[config.mk]
export PLATFORM = sky130hd
export DESIGN_NAME = i2cseq_master
export DESIGN_NICKNAME = d
export VERILOG_FILES = /design/src/rtl/i2cseq_pkg.sv /design/src/rtl/i2cseq_cmd_store.sv /design/src/rtl/i2cseq_shifter.sv /design/src/rtl/i2cseq_fsm.sv /design/src/rtl/i2cseq_master.sv
export SDC_FILE = /design/constraint.sdc
export NUM_CORES = 1
export LEC_CHECK = 0
export ABC_AREA = 0
export BUFFER_PORTS_ARGS = -buffer_cell sky130_fd_sc_hd__buf_2
export CORE_MARGIN = 10
export CORE_UTILIZATION = 57
export CTS_BUF_LIST = sky130_fd_sc_hd__clkbuf_16
export DETAILED_ROUTE_END_ITERATION = 8
export GPL_ROUTABILITY_DRIVEN = 0
export GPL_TIMING_DRIVEN = 0
export HOLD_SLACK_MARGIN = 0.03
export PLACE_DENSITY = 0.75
export SLEW_MARGIN = 5
export SYNTH_ARGS = -nofsm -noshare
export SYNTH_HDL_FRONTEND = slang
export SYNTH_SLANG_ARGS = --single-unit
[constraint.sdc]
create_clock -name clk -period 3.4 [get_ports clk]
set_input_delay 0.34 -clock clk [delete_from_list [all_inputs] [get_ports clk]]
set_output_delay 0.34 -clock clk [all_outputs]
set_load 0.05 [all_outputs]
[src/rtl/i2cseq_pkg.sv]
package i2cseq_pkg;
  localparam int CMD_W = 14;
  localparam int CNT_W = 8;

  localparam logic [2:0] OPC_RSTART = 3'd0;
  localparam logic [2:0] OPC_WRITE  = 3'd1;
  localparam logic [2:0] OPC_READ   = 3'd2;
  localparam logic [2:0] OPC_STOP   = 3'd3;
  localparam logic [2:0] OPC_END    = 3'd4;

  typedef struct packed {
    logic [2:0]       opc;
    logic             ack_val;
    logic             ack_exp;
    logic             ack_chk;
    logic [CNT_W-1:0] cnt;
  } cmd_t;

  typedef enum logic [1:0] {
    BOP_START = 2'd0,
    BOP_STOP  = 2'd1,
    BOP_WRITE = 2'd2,
    BOP_READ  = 2'd3
  } bus_op_e;
endpackage

[src/rtl/i2cseq_cmd_store.sv]
module i2cseq_cmd_store
  import i2cseq_pkg::*;
#(
  parameter int N_CMDS = 16,
  parameter int IDX_W  = $clog2(N_CMDS)
) (
  input  logic              clk,
  input  logic              rst_n,
  input  logic              wr_en,
  input  logic [IDX_W-1:0]  wr_idx,
  input  cmd_t              wr_cmd,
  input  logic [IDX_W-1:0]  rd_idx,
  output cmd_t              rd_cmd,
  input  logic              done_set,
  input  logic [IDX_W-1:0]  done_idx,
  input  logic              done_clr_all,
  output logic [N_CMDS-1:0] done_flags
);
  cmd_t entry_q [N_CMDS];

  for (genvar gi = 0; gi < N_CMDS; gi++) begin : g_entry
    logic hit_wr;
    logic hit_done;
    assign hit_wr   = wr_en && (wr_idx == IDX_W'(gi));
    assign hit_done = done_set && (done_idx == IDX_W'(gi));

    always_ff @(posedge clk or negedge rst_n) begin
      if (!rst_n) begin
        entry_q[gi]    <= '0;
        done_flags[gi] <= 1'b0;
      end else begin
        if (hit_wr) entry_q[gi] <= wr_cmd;
        if (hit_wr || done_clr_all) done_flags[gi] <= 1'b0;
        else if (hit_done)          done_flags[gi] <= 1'b1;
      end
    end
  end

  assign rd_cmd = entry_q[rd_idx];
endmodule

[src/rtl/i2cseq_shifter.sv]
module i2cseq_shifter #(
  parameter int DATA_W = 8
) (
  input  logic              clk,
  input  logic              rst_n,
  input  logic              load,
  input  logic [DATA_W-1:0] load_data,
  input  logic              adv_out,
  input  logic              cap_in,
  input  logic              cap_bit,
  input  logic              tx_lsb,
  input  logic              rx_lsb,
  output logic              out_bit,
  output logic [DATA_W-1:0] data_q
);
  always_ff @(posedge clk or negedge rst_n) begin
    if (!rst_n) begin
      data_q <= '0;
    end else if (load) begin
      data_q <= load_data;
    end else if (adv_out) begin
      data_q <= tx_lsb ? (data_q >> 1) : (data_q << 1);
    end else if (cap_in) begin
      data_q <= rx_lsb ? {cap_bit, data_q[DATA_W-1:1]}
                       : {data_q[DATA_W-2:0], cap_bit};
    end
  end

  assign out_bit = tx_lsb ? data_q[0] : data_q[DATA_W-1];
endmodule

[src/rtl/i2cseq_fsm.sv]
module i2cseq_fsm
  import i2cseq_pkg::*;
#(
  parameter int N_CMDS = 16,
  parameter int DATA_W = 8,
  parameter int IDX_W  = $clog2(N_CMDS)
) (
  input  logic             clk,
  input  logic             rst_n,
  input  logic             go,
  output logic             busy,
  output logic [IDX_W-1:0] pc,
  input  cmd_t             cur_cmd,
  output logic             done_set,
  output logic             done_clr_all,
  input  logic             tx_valid,
  output logic             tx_ready,
  output logic             rx_valid,
  input  logic             rx_ready,
  output logic             sh_load,
  output logic             sh_adv,
  output logic             sh_cap,
  input  logic             sh_out_bit,
  output logic             bus_req,
  output logic [1:0]       bus_op,
  output logic             bus_wbit,
  input  logic             bus_done,
  input  logic             bus_rbit,
  input  logic             bus_lost,
  output logic             ev_start,
  output logic             ev_byte,
  output logic             ev_ack_err,
  output logic             ev_arb_lost,
  output logic             ev_stop_done,
  output logic             ev_end
);
  localparam int BIT_W = $clog2(DATA_W);
  localparam logic [BIT_W-1:0] LAST_BIT = BIT_W'(DATA_W - 1);
  localparam logic [IDX_W-1:0] LAST_IDX = IDX_W'(N_CMDS - 1);

  typedef enum logic [3:0] {
    S_IDLE, S_FETCH, S_START, S_TXWAIT, S_WBIT, S_WACK,
    S_RBIT, S_RXPUSH, S_RACK, S_STOP, S_ABORT
  } state_e;

  state_e           state_q;
  cmd_t             cmd_q;
  logic [CNT_W-1:0] left_q;
  logic [BIT_W-1:0] bit_q;
  logic [IDX_W-1:0] resume_pc_q;
  logic             resume_q;
  logic             owns_q;

  logic fetch_end, fetch_empty, step_done, lost_now, ack_bad, advance;

  assign busy     = (state_q != S_IDLE);
  assign lost_now = bus_req && bus_done && bus_lost;
  assign ack_bad  = cmd_q.ack_chk && (bus_rbit != cmd_q.ack_exp);

  assign fetch_end   = (state_q == S_FETCH) &&
                       !(cur_cmd.opc inside {OPC_RSTART, OPC_WRITE, OPC_READ, OPC_STOP});
  assign fetch_empty = (state_q == S_FETCH) &&
                       (cur_cmd.opc inside {OPC_WRITE, OPC_READ}) && (cur_cmd.cnt == '0);

  // Normal completion of a bus step that also finishes the current entry.
  always_comb begin
    step_done = 1'b0;
    if (bus_done && !bus_lost) begin
      unique case (state_q)
        S_START: step_done = 1'b1;
        S_STOP:  step_done = 1'b1;
        S_WACK:  step_done = !ack_bad && (left_q == CNT_W'(1));
        S_RACK:  step_done = (left_q == CNT_W'(1));
        default: step_done = 1'b0;
      endcase
    end
  end

  assign done_set     = fetch_end || fetch_empty || step_done;
  assign advance      = fetch_empty || (step_done && state_q != S_STOP);
  assign done_clr_all = go && !busy && !resume_q;

  always_comb begin
    bus_req  = 1'b0;
    bus_op   = BOP_START;
    bus_wbit = 1'b0;
    unique case (state_q)
      S_START: bus_req = 1'b1;
      S_STOP:  begin bus_req = 1'b1; bus_op = BOP_STOP; end
      S_ABORT: begin bus_req = owns_q; bus_op = BOP_STOP; end
      S_WBIT:  begin bus_req = 1'b1; bus_op = BOP_WRITE; bus_wbit = sh_out_bit; end
      S_WACK:  begin bus_req = 1'b1; bus_op = BOP_READ; end
      S_RBIT:  begin bus_req = 1'b1; bus_op = BOP_READ; end
      S_RACK:  begin bus_req = 1'b1; bus_op = BOP_WRITE; bus_wbit = cmd_q.ack_val; end
      default: bus_req = 1'b0;
    endcase
  end

  assign tx_ready = (state_q == S_TXWAIT);
  assign rx_valid = (state_q == S_RXPUSH);
  assign sh_load  = tx_ready && tx_valid;
  assign sh_adv   = (state_q == S_WBIT) && bus_done && !bus_lost;
  assign sh_cap   = (state_q == S_RBIT) && bus_done && !bus_lost;

  always_ff @(posedge clk or negedge rst_n) begin
    if (!rst_n) begin
      state_q      <= S_IDLE;
      cmd_q        <= '0;
      left_q       <= '0;
      bit_q        <= '0;
      pc           <= '0;
      resume_pc_q  <= '0;
      resume_q     <= 1'b0;
      owns_q       <= 1'b0;
      ev_start     <= 1'b0;
      ev_byte      <= 1'b0;
      ev_ack_err   <= 1'b0;
      ev_arb_lost  <= 1'b0;
      ev_stop_done <= 1'b0;
      ev_end       <= 1'b0;
    end else begin
      ev_start     <= 1'b0;
      ev_byte      <= 1'b0;
      ev_ack_err   <= 1'b0;
      ev_arb_lost  <= 1'b0;
      ev_stop_done <= 1'b0;
      ev_end       <= 1'b0;

      if (lost_now) begin
        ev_arb_lost <= 1'b1;
        owns_q      <= 1'b0;
        resume_q    <= 1'b0;
        state_q     <= S_IDLE;
      end else if (advance) begin
        if (pc == LAST_IDX) begin
          resume_q <= 1'b0;
          state_q  <= S_IDLE;
        end else begin
          pc      <= pc + 1'b1;
          state_q <= S_FETCH;
        end
        if (state_q == S_START) begin
          ev_start <= 1'b1;
          owns_q   <= 1'b1;
        end
        if (state_q == S_WACK || state_q == S_RACK) ev_byte <= 1'b1;
      end else begin
        unique case (state_q)
          S_IDLE: if (go) begin
            pc       <= resume_q ? resume_pc_q : '0;
            resume_q <= 1'b0;
            state_q  <= S_FETCH;
          end
          S_FETCH: begin
            cmd_q  <= cur_cmd;
            left_q <= cur_cmd.cnt;
            bit_q  <= '0;
            unique case (cur_cmd.opc)
              OPC_RSTART: state_q <= S_START;
              OPC_WRITE:  state_q <= S_TXWAIT;
              OPC_READ:   state_q <= S_RBIT;
              OPC_STOP:   state_q <= S_STOP;
              default: begin
                ev_end      <= 1'b1;
                resume_q    <= 1'b1;
                resume_pc_q <= pc + 1'b1;
                state_q     <= S_IDLE;
              end
            endcase
          end
          S_TXWAIT: if (tx_valid) begin
            bit_q   <= '0;
            state_q <= S_WBIT;
          end
          S_WBIT: if (bus_done) begin
            bit_q <= bit_q + 1'b1;
            if (bit_q == LAST_BIT) state_q <= S_WACK;
          end
          S_WACK: if (bus_done) begin
            ev_byte <= 1'b1;
            if (ack_bad) begin
              ev_ack_err <= 1'b1;
              resume_q   <= 1'b0;
              state_q    <= S_ABORT;
            end else begin
              left_q  <= left_q - 1'b1;
              state_q <= S_TXWAIT;
            end
          end
          S_RBIT: if (bus_done) begin
            bit_q <= bit_q + 1'b1;
            if (bit_q == LAST_BIT) state_q <= S_RXPUSH;
          end
          S_RXPUSH: if (rx_ready) state_q <= S_RACK;
          S_RACK: if (bus_done) begin
            ev_byte <= 1'b1;
            left_q  <= left_q - 1'b1;
            bit_q   <= '0;
            state_q <= S_RBIT;
          end
          S_STOP: if (bus_done) begin
            ev_stop_done <= 1'b1;
            owns_q       <= 1'b0;
            resume_q     <= 1'b0;
            state_q      <= S_IDLE;
          end
          S_ABORT: if (!owns_q || bus_done) begin
            owns_q  <= 1'b0;
            state_q <= S_IDLE;
          end
          default: state_q <= S_IDLE;
        endcase
      end
    end
  end
endmodule

[src/rtl/i2cseq_master.sv]
module i2cseq_master
  import i2cseq_pkg::*;
#(
  parameter int N_CMDS = 16,
  parameter int DATA_W = 8,
  localparam int IDX_W = $clog2(N_CMDS)
) (
  input  logic              clk,
  input  logic              rst_n,
  input  logic              cmd_we,
  input  logic [IDX_W-1:0]  cmd_widx,
  input  logic [13:0]       cmd_wdata,
  output logic [N_CMDS-1:0] cmd_done,
  input  logic              go,
  input  logic              tx_lsb_first,
  input  logic              rx_lsb_first,
  output logic              busy,
  input  logic              tx_valid,
  output logic              tx_ready,
  input  logic [DATA_W-1:0] tx_data,
  output logic              rx_valid,
  input  logic              rx_ready,
  output logic [DATA_W-1:0] rx_data,
  output logic              bus_req,
  output logic [1:0]        bus_op,
  output logic              bus_wbit,
  input  logic              bus_done,
  input  logic              bus_rbit,
  input  logic              bus_lost,
  output logic              ev_start,
  output logic              ev_byte,
  output logic              ev_ack_err,
  output logic              ev_arb_lost,
  output logic              ev_stop_done,
  output logic              ev_end
);
  logic [IDX_W-1:0] pc;
  cmd_t             cur_cmd;
  logic             done_set, done_clr_all;
  logic             sh_load, sh_adv, sh_cap, sh_out_bit;

  i2cseq_cmd_store #(.N_CMDS(N_CMDS), .IDX_W(IDX_W)) u_store (
    .clk          (clk),
    .rst_n        (rst_n),
    .wr_en        (cmd_we),
    .wr_idx       (cmd_widx),
    .wr_cmd       (cmd_t'(cmd_wdata)),
    .rd_idx       (pc),
    .rd_cmd       (cur_cmd),
    .done_set     (done_set),
    .done_idx     (pc),
    .done_clr_all (done_clr_all),
    .done_flags   (cmd_done)
  );

  i2cseq_shifter #(.DATA_W(DATA_W)) u_shift (
    .clk       (clk),
    .rst_n     (rst_n),
    .load      (sh_load),
    .load_data (tx_data),
    .adv_out   (sh_adv),
    .cap_in    (sh_cap),
    .cap_bit   (bus_rbit),
    .tx_lsb    (tx_lsb_first),
    .rx_lsb    (rx_lsb_first),
    .out_bit   (sh_out_bit),
    .data_q    (rx_data)
  );

  i2cseq_fsm #(.N_CMDS(N_CMDS), .DATA_W(DATA_W), .IDX_W(IDX_W)) u_fsm (
    .clk          (clk),
    .rst_n        (rst_n),
    .go           (go),
    .busy         (busy),
    .pc           (pc),
    .cur_cmd      (cur_cmd),
    .done_set     (done_set),
    .done_clr_all (done_clr_all),
    .tx_valid     (tx_valid),
    .tx_ready     (tx_ready),
    .rx_valid     (rx_valid),
    .rx_ready     (rx_ready),
    .sh_load      (sh_load),
    .sh_adv       (sh_adv),
    .sh_cap       (sh_cap),
    .sh_out_bit   (sh_out_bit),
    .bus_req      (bus_req),
    .bus_op       (bus_op),
    .bus_wbit     (bus_wbit),
    .bus_done     (bus_done),
    .bus_rbit     (bus_rbit),
    .bus_lost     (bus_lost),
    .ev_start     (ev_start),
    .ev_byte      (ev_byte),
    .ev_ack_err   (ev_ack_err),
    .ev_arb_lost  (ev_arb_lost),
    .ev_stop_done (ev_stop_done),
    .ev_end       (ev_end)
  );
endmodule

==> metrics <==
vias per cell 6.32; DRC Markers 0; core area 23300 um^2; clock sinks 282; Pwr Total 13000 uW; Post-synth EDFFs 0; Mapped Area 13400 um^2; CTS tree built; Worst EP arrival 3730 ps; CP bufs+invs 3; I/O pins 74; setup_tns 0 ps; Syn Nets 1044; grt total ovfl 0; final setup vio count 0; H-tree levels 1; global-route wire length before repair 54.2 mm; Clock transition at path regs 70 ps; Worst path slowest cell mux4_2; cts bufs inserted 29; type of origin of the critical path flop; Chip Width 173 um; Setup Crit Path Kind reg -> reg; worst-skew pair later-pin latency 550 ps; Pint 8090 uW; FMAX 303 MHz; ant diodes 0; CP startpoint u_fsm.pc[0]$_DFFE_PN0P_; final hold violation count 0; worst-margin pin slew 1070 ps; #FFs+latches synth 282; Hold Crit Start bus_done; CP Capture Type flop; final slew viol count 0; Final min period 3300 ps; Worst EP required 3830 ps; Sw Share 37.8%; Total GRT Usage 22.6%; Comb pwr share 40.8%; Initial Util 57.5%; Clk pwr share 22.3%; Post-CTS Setup Bufs 0; crit path cell chain buf_6 -> buf_8 -> buf_8 -> mux4_2 -> a22oi_1 -> nand2_2 -> nor4_2 -> nand4_2 -> and2b_4 -> nand3_2 -> mux2_1; Clock Skews 18.3 ps; outcome completed; DR vias 9130; Most used DFF post-synth dfrtp_1; pwr dens 862 nW/um^2; VDD IR max 0.401 mV; PortBufs 73; Cells after Synth 999; First-pass DRT Iterations 6; share of post-route cells with drive strength above 1 38.8%; crit-path most repeated cell buf_8; HP Class in -> reg; HPWL Detailed 22.9 mm; Post-Route WL 34.3 mm; R2R Path Start u_fsm.pc[0]$_DFFE_PN0P_; Die Height 173 um; Root Driver clkbuf_16; Ys Warns 0; Nets 1151; number of global-route vias before repair 9266; Relative slew margins 29.0%; largest net degree at the start of global routing 108; initial drt markers 1186; CTS Buffer Depth 3; sequential group share of total power 36.9%; Layout area overhead 12.8%; critical path's top delay family simple AND/OR/NAND/NOR gates; switching pwr 4920 uW; Async SR Flop Fraction 100%; die footprint 30000 um^2; period utilisation layout 97.0%; max_cap viols 0; row cnt 56; Routed WL per cell 23.8 um; syn_area_per_cell 13.4 um^2; crit-path max FO 10; CP peak stage delay 510 ps; DRT antenna net count 0; antenna violations before repair 0; library cells used by synthesis 59; Leak Pwr 0.00669 uW; post-synthesis sequential area ratio 52.7%
-- power by group through the flow --
stage	Combinational (uW)	Sequential [uW]	Clock [uW]
after floorplan	3510	5060	0
after global placement	5090	4790	0
after detailed placement	5210	4830	0
after CTS	5230	4780	2910
after global routing	5700	4890	3050
final	5310	4800	2910
-- cells in the final DEF, fill, tap and decap left out, types with 4 or more instances in the layout --
cell,netlist,layout
dfrtp_1,282,282
mux2_2,227,227
buf_2,7,77
mux4_2,59,59
nor2_1,52,52
clkbuf_1,57,51
o21ai_0,46,46
nand2_1,44,42
clkbuf_16,0,29
inv_1,16,24
a21oi_1,23,23
a22oi_1,22,21
nor3_1,20,20
a31oi_1,20,20
nand2b_1,10,10
mux2i_1,10,10
nand3_1,8,8
a211oi_1,8,8
ha_1,8,8
clkinv_2,0,7
clkbuf_2,0,5
and3_1,5,5
nand2_2,3,5
a311oi_1,5,5
clkinv_1,0,5
nor2b_1,4,4
o32ai_1,4,4
mux2_1,4,4
-- final timing paths --
| path | endpoint | slack [ps] | cells past startpoint |
|---|---|---|---|
| setup reg to reg | u_fsm.bit_q[0]$_DFFE_PN0P_ | 100 | 11 |
| hold reg to reg | u_store.entry_q[16]$_DFFE_PN0P_ | 500 | 1 |
| min in group asynchronous | u_shift.data_q[1]$_DFFE_PN0P_ | 360 | 2 |
| hold / removal | u_fsm.ev_ack_err$_DFF_PN0_ | 80 | 3 |
| setup / recovery | u_fsm.bit_q[0]$_DFFE_PN0P_ | 100 | 11 |
| max in group asynchronous | u_store.entry_q[174]$_DFFE_PN0P_ | 2100 | 3 |
-- worst min-delay path: stages --
cell     delay (ps)
buf_2           150
nand2_1          70
nor2_1           40
-- per-stage QoR --
stage	hold slack [ps]	cell area [um^2]	utilization, %	cells	setup WS (ps)
final	82.9	15100	64.9	1444	101
after global routing	108	15100	64.9	1444	-1.14
after CTS	67.7	15100	64.8	1444	24.5
after detailed placement	367	14200	61.1	1393	-305
after global placement	481	14100	60.8	1391	-3180
after floorplan	44.4	13400	-	999	422
-- layer usage --
layer / wire length (um) / vias up / GRT usage, %
met2: 16300 / 419 / 36.2
met5: 0 / - / 0
met4: 655 / 0 / 5.64
met3: 2600 / 58 / 3.72
met1: 14700 / 4729 / 31.8
li1: - / 3924 / -
-- synthesized netlist by cell type, types with 16 or more instances --
library cell    n  share of area (%)
o21ai_0        46                1.7
a31oi_1        20               0.93
nand2_1        44                1.2
mux4_2         59                9.9
nor2_1         52                1.5
nor3_1         20               0.75
dfrtp_1       282                 53
mux2_2        227                 19
inv_1          16               0.45
a22oi_1        22                1.2
a21oi_1        23               0.86
clkbuf_1       57                1.6
-- kinds of logic (layout without fill, tap and decap cells) --
logic type,Yosys count,after routing,share of synthesized area [%]
xor gates and xnor gates,4,4,0.262
DFF,282,282,52.7
adders and majority gates,8,8,0.748
buffers and inverters,90,216,2.87
muxes,300,300,30.1
AOI/OAI and AO/OA,148,148,7.17
and+or+nand+nor,167,167,6.11
-- registers in the layout, indices dropped and copies added (netlist names) --
register	flops
u_fsm.ev_arb_lost	1
u_fsm.state_q	4
u_fsm.resume_pc_q	4
u_fsm.cmd_q	3
u_fsm.ev_end	1
u_fsm.bit_q	3
u_fsm.ev_ack_err	1
u_fsm.ev_byte	1
u_fsm.left_q	8
u_fsm.pc	4
u_store.done_flags	16
u_fsm.resume_q	1
u_fsm.ev_start	1
u_store.entry_q	224
u_fsm.ev_stop_done	1
u_fsm.owns_q	1
u_shift.data_q	8
-- area by class of cell --
type / count / area (um^2)
multi-input cells: 627 / 5950
plain buffers: 73 / 350
fillers: 1693 / 8160
clock buffers: 29 / 726
inverters: 17 / 63.8
clock inverters: 21 / 114
well taps: 319 / 399
flip-flops and latches: 282 / 7060
repair buffers: 76 / 440
-- what timing repair did --
action | 4_1_cts | 5_1_grt
endpoints found under the setup margin | 42 | 20
pin swaps | 0 | 1
endpoints found under the hold margin | 75 | 0
gates resized for setup | 4 | 18
hold buffers | 1 | 0
Note: power is estimated with default switching activity, not from simulation.
